File: src/rtl/region_bounds_decoder.sv
module region_bounds_decoder #(
  parameter int XLEN = 32
) (
  input  logic [7:0]        cfg_i,
  input  logic [XLEN-1:0]   addr_i,
  input  logic [XLEN-1:0]   prev_addr_i,
  input  logic              first_entry_i,
  output logic [XLEN+1:0]   lo_o,
  output logic [XLEN+1:0]   hi_o,
  output logic              active_o
);
  localparam int OW = XLEN + 2;
  localparam int TW = $clog2(XLEN + 1);

  logic [1:0]      mode;
  logic [XLEN-1:0] below;
  logic [OW-1:0]   scaled;
  logic [OW-1:0]   tor_lo, tor_hi;
  logic [OW-1:0]   pot_mask, pot_lo, pot_hi;
  logic [TW-1:0]   ones;

  assign mode   = cfg_i[4:3];
  assign below  = first_entry_i ? '0 : prev_addr_i;
  assign scaled = {addr_i, 2'b00};

  assign tor_lo = {below, 2'b00};
  assign tor_hi = scaled - OW'(1);

  always_comb begin
    ones = TW'(XLEN);
    for (int i = XLEN - 1; i >= 0; i--)
      if (!addr_i[i]) ones = TW'(i);
  end

  always_comb begin
    for (int i = 0; i < OW; i++)
      pot_mask[i] = (i < int'(ones) + 3);
  end

  assign pot_lo = scaled & ~pot_mask;
  assign pot_hi = pot_lo | pot_mask;

  always_comb begin
    active_o = 1'b1;
    case (mode)
      2'd1: begin
        lo_o = tor_lo;
        hi_o = tor_hi;
      end
      2'd2: begin
        lo_o = scaled;
        hi_o = {addr_i, 2'b11};
      end
      2'd3: begin
        lo_o = pot_lo;
        hi_o = pot_hi;
      end
      default: begin
        lo_o     = '0;
        hi_o     = '1;
        active_o = 1'b0;
      end
    endcase
  end
endmodule


File: config.mk
export PLATFORM = sky130hd
export DESIGN_NAME = region_bounds_decoder
export DESIGN_NICKNAME = d
export VERILOG_FILES = /design/src/rtl/region_bounds_decoder.sv
export SDC_FILE = /design/constraint.sdc
export NUM_CORES = 1
export LEC_CHECK = 0
export BUFFER_PORTS_ARGS = -buffer_cell sky130_fd_sc_hd__buf_2
export CAP_MARGIN = 20
export CORE_MARGIN = 5
export CORE_UTILIZATION = 43
export DETAILED_ROUTE_END_ITERATION = 6
export GPL_ROUTABILITY_DRIVEN = 0
export PLACE_DENSITY_LB_ADDON = 0.25
export SLEW_MARGIN = 20
export SYNTH_ARGS = -nofsm -noshare
export SYNTH_HDL_FRONTEND = slang
export SYNTH_SLANG_ARGS = --single-unit
File: constraint.sdc
create_clock -name vclk -period 2.85
set_input_delay 0.285 -clock vclk [all_inputs]
set_output_delay 0.285 -clock vclk [all_outputs]
set_load 0.02 [all_outputs]
# --- After elaboration in Yosys (flattened, before gate mapping) ---
# Cells that the tools add are included.
# W data, S select, Z words.
word_totals:
  out_inout_bits: 69
  regBits: 0
classes:
  n_lt_le_gt_ge: 34
  mux: 36
  n_eq_ne: 3
  bitwise_logic: 3
  add_sub_neg: 2
  reduce_logical: 1
op_table:
  columns: ["operator", "n"]
  rows:
  - ["$lt A6 B32 Y1 const A", 16]
  - ["$lt A5 B32 Y1 const A", 8]
  - ["$pmux W34 S3", 2]
  - ["$mux W6", 32]
  - ["$lt A4 B32 Y1 const A", 4]
  - ["$lt A3 B32 Y1 const A", 2]
  - ["$and A34 B34 Y34", 1]
  - ["$not A34 Y34", 1]
  - ["$or A34 B34 Y34", 1]
  - ["$sub A34 B1 Y34 const B", 1]
  - ["$lt A1 B32 Y1 const A", 1]
  - ["$lt A2 B32 Y1 const A", 1]
  - ["$lt A7 B32 Y1 const A", 1]
  - ["$mux W32", 1]
  - ["$add A6 B2 Y7 const B", 1]
  - ["$lt A6 B7 Y1 const A", 1]
  - ["$eq A2 B2 Y1 const B", 2]
  - ["$reduce_or A3 Y1", 1]
  - ["$eq A2 B1 Y1 const B", 1]
  - ["$mux W1", 1]

# --- Longest topological paths before layout ---
depth:
  ltp_word: 38
  mapped_depth: 13
  depth_no_buf: 10

# --- Least setup slack after synthesis ---
# No wires, ideal clock.
synth_path:
  path_kind: "input-to-output"
  start: "input addr_i[18]"
  end: "output hi_o[29]"
  path_stages: 11
  t_required_ns: 2.565
  setup_slack_ns: -0.582
  arrival_ns: 3.147
  path_cell_list: "buf_2 > nor2b_1 > o21ai_0 > nand4_1 > o221ai_1 > ha_1 > clkbuf_1 > nor3_1 > xnor2_1 > nand3_1 > o311ai_0"
synth_between:
  elab_chain_len: 25
  elab_cells_between_ends: 26
  classes_between: "add/sub (2); order compare (1); mux (20); bitwise (3)"
synth_lines:
  columns: ["item", "line_no", "source"]
  rows:
  - ["from (decl)", "5", "input logic [XLEN-1:0] addr_i,"]
  - ["$mux W6 (19 in a row)", "32", "if (!addr_i[i]) ones = TW'(i);"]
  - ["$add A6 B2 Y7", "37", "pot_mask[i] = (i < int'(ones) + 3);"]
  - ["$lt A6 B32 Y1", "37", null]
  - ["$not A34 Y34", "40", "assign pot_lo = scaled & ~pot_mask;"]
  - ["$and A34 B34 Y34", "40", null]
  - ["$or A34 B34 Y34", "41", "assign pot_hi = pot_lo | pot_mask;"]
  - ["$pmux W34 S3 *", "45", "case (mode)"]
  - ["to (decl)", "9", "output logic [XLEN+1:0] hi_o,"]
# Mark *: on every way between the ends. The rest lies on a longest branch, timed or not.

# --- Worst setup path after layout ---
layout_path:
  start: "input addr_i[25]"
  end: "output lo_o[17]"
layout_between:
  elab_chain_len: 31
layout_lines:
  columns: ["item", "line_no", "source"]
  rows:
  - ["$mux W6 (26 in a row)", "32", null]
  - ["$add A6 B2 Y7", "37", null]
  - ["$lt A6 B32 Y1", "37", null]
  - ["$not A34 Y34", "40", null]
  - ["$and A34 B34 Y34", "40", null]
  - ["$pmux W34 S3", "45", null]
  - ["to (decl)", "8", "output logic [XLEN+1:0] lo_o,"]
# Every way passes these cells.

==> metrics.md <==
| Metric | Value |
|---|---|
| Status | `complete, but fails checks` |
| Failing checks | `design-rule violations, negative setup slack` |
| Overflow after GRT | `0` |
| Post-DRT Antenna Nets | `0` |
| Synthesized area | `roughly 2500 µm²` |
| Worst setup SP type | `primary input` |
| Core Rows | `27` |
| Post-Synthesis Cells | `397` |
| Critical Path RT | `2.57 ns` |
| Number of global-route vias before repair | `4420` |
| Dpl hpwl | `10200 µm` |
| Dominant cell type by area after synthesis | `xnor2_1` |
| Final antenna diode count | `0` |
| DIE HEIGHT | `85.9 µm` |
| Crit. End Element | `primary output` |
| Largest net degree at the start of global routing | `33` |
| Final WS setup | `-0.406 ns` |
| Max_cap viols | `0` |
| Die width | `about 86 µm` |
| Number of DRC markers in iteration 0 | `1174` |
| Slew @ Worst Pin | `1.02 ns` |
| Slew HR | `32.2%` |
| Fin nets | `about 700` |
| Layout cells sized above 1 | `60.1%` |
| PwrDens | `177 nW/µm²` |
| # DRC | `158` |
| Final hold violations | `0` |
| Max Slew Vio Count | `0` |
| Finish-stage setup viols | `64` |
| Pleak | `0.00222 µW` |
| RSZ-0062 raised after global routing | `true` |
| Core area | `5540 µm²` |
| Sequential Area | `0 µm²` |
| Routed wire length | `20800 µm` |
| Min cycle time layout | `3.26 ns` |
| Max VDD drop | `150 µV` |
| Sequential cell area fraction in the yosys report | `0%` |
| Placed Cells | `668` |
| Yosys warns | `0` |
| Starting Density | `44.7%` |
| Total power | `897 µW` |
| Non-filler cells, final | `691` |
| Arrival time at the worst endpoint | `2.97 ns` |
| Hold Crit Class | `in2out` |
| Drt via density | `about 8` |
| Hold_sp | `prev_addr_i[3]` |
| Crit share post-route | `114%` |
| Area Overhead vs Synth | `105%` |
| GRT Resource Usage Total | `36.0%` |
| Yosys top cell area share | `8.49%` |
| Setup tns final | `-15.58 ns` |
| Crit. Startpoint | `addr_i[25]` |
| First-pass GRT wire length | `21700 µm` |
| Clock buffer count in the final layout | `0` |
| DR vias | `5393` |
| Fmax | `307 MHz` |
| Synth cell count leaders | `52 x nand2_1, 27 x buf_2, 25 x nor2_1, 24 x xnor2_1` |
| Top cells by area, synth | `xnor2_1 8.5%, nand2_1 7.9%, buf_2 5.5%` |
| Port bufs | `134` |
| Num sequential | `0` |
| Post-Synthesis Mean Instance Area | `around 6.2 µm²` |
| Most frequent cell after synthesis | `nand2_1` |
| Die area | `7370 µm²` |
| Post-synth cell types | `60` |
| Initial DRT Pass Iterations | `7` |
| DR WL/cell | `between 30 and 40 µm` |
| CP Class | `in2out` |
| I/O pin total | `142` |
| Critical Path Fanout Max | `5` |
| Initial antenna violation count | `2` |
placed cells by master (no fill, tap or decap), drive strengths merged, types with 9 or more instances in the layout:
cell type / instances
xor2: 9
inv: 13
o21ai: 19
nor2: 26
nand2: 52
xnor2: 24
nor4: 14
nor3: 14
a21oi: 16
o211ai: 16
nand4: 17
nand3: 17
buf: 263
a22o: 13
final timing paths:
check             slack [ns]  cells past startpoint  endpoint
hold / removal          0.88                      4   lo_o[5]
setup / recovery       -0.41                     14  lo_o[17]
stage by stage:
step	hold slack, ns	utilization [%]	worst slack, ns	cell area, µm²
after global routing	0.905	91.6	-0.637	5080
after global placement	0.894	70.7	-0.136	3920
after CTS	0.863	77.7	-0.0527	4310
final	0.880	91.6	-0.406	5080
after floorplan	0.710	-	-0.0391	2580
after detailed placement	0.887	70.7	-0.233	3920
kinds of logic after synthesis:
family / after synthesis / share of synthesized area, %
AND/OR/NAND/NOR: 173 / 36.1
AO/OA/AOI/OAI: 128 / 39.4
buffers and inverters: 59 / 11.1
XOR/XNOR: 33 / 11.7
adder cells (fa/ha/maj): 3 / 1.52
other: 1 / 0.152
layer usage:
layer / vias to the layer above / part of all wire [%] / global-route usage, %
li1: 1960 / - / -
met1: 2347 / 30 / 41.6
met2: 759 / 40 / 60.7
met3: 325 / 18 / 5.48
met4: 2 / 12 / 24.3
met5: - / 0.13 / 0
report_power, final:
part	switching, µW	internal [µW]
logic	517	379
registers	0	0
clock network	0	0
repair_timing:
| item | CTS | global route |
|---|---|---|
| endpoints found under the setup margin | 56 | 64 |
| cloned | 2 | 1 |
| hold buffers | 0 | 0 |
| pin swaps | 24 | 50 |
| gates resized for setup | 80 | 163 |
| buffers inserted | 6 | 15 |
area by class of cell:
cell class | instances | area [µm²]
fill | 204 | 463
timing repair buffer | 267 | 2080
tap | 72 | 90.1
multi-input combinational | 339 | 2860
inverter | 13 | 48.8
critical path, cell delays in order:
cell      delay, ns
buf_2          0.20
a21oi_1        0.15
o311ai_4       0.39
a21oi_2        0.16
ha_4           0.22
buf_6          0.13
buf_6          0.12
nor4_2         0.36
and3_1         0.23
o21ai_1        0.08
buf_6          0.18
o41ai_4        0.07
a22o_1         0.25
buf_6          0.14
(Power assumes the default switching activity.)
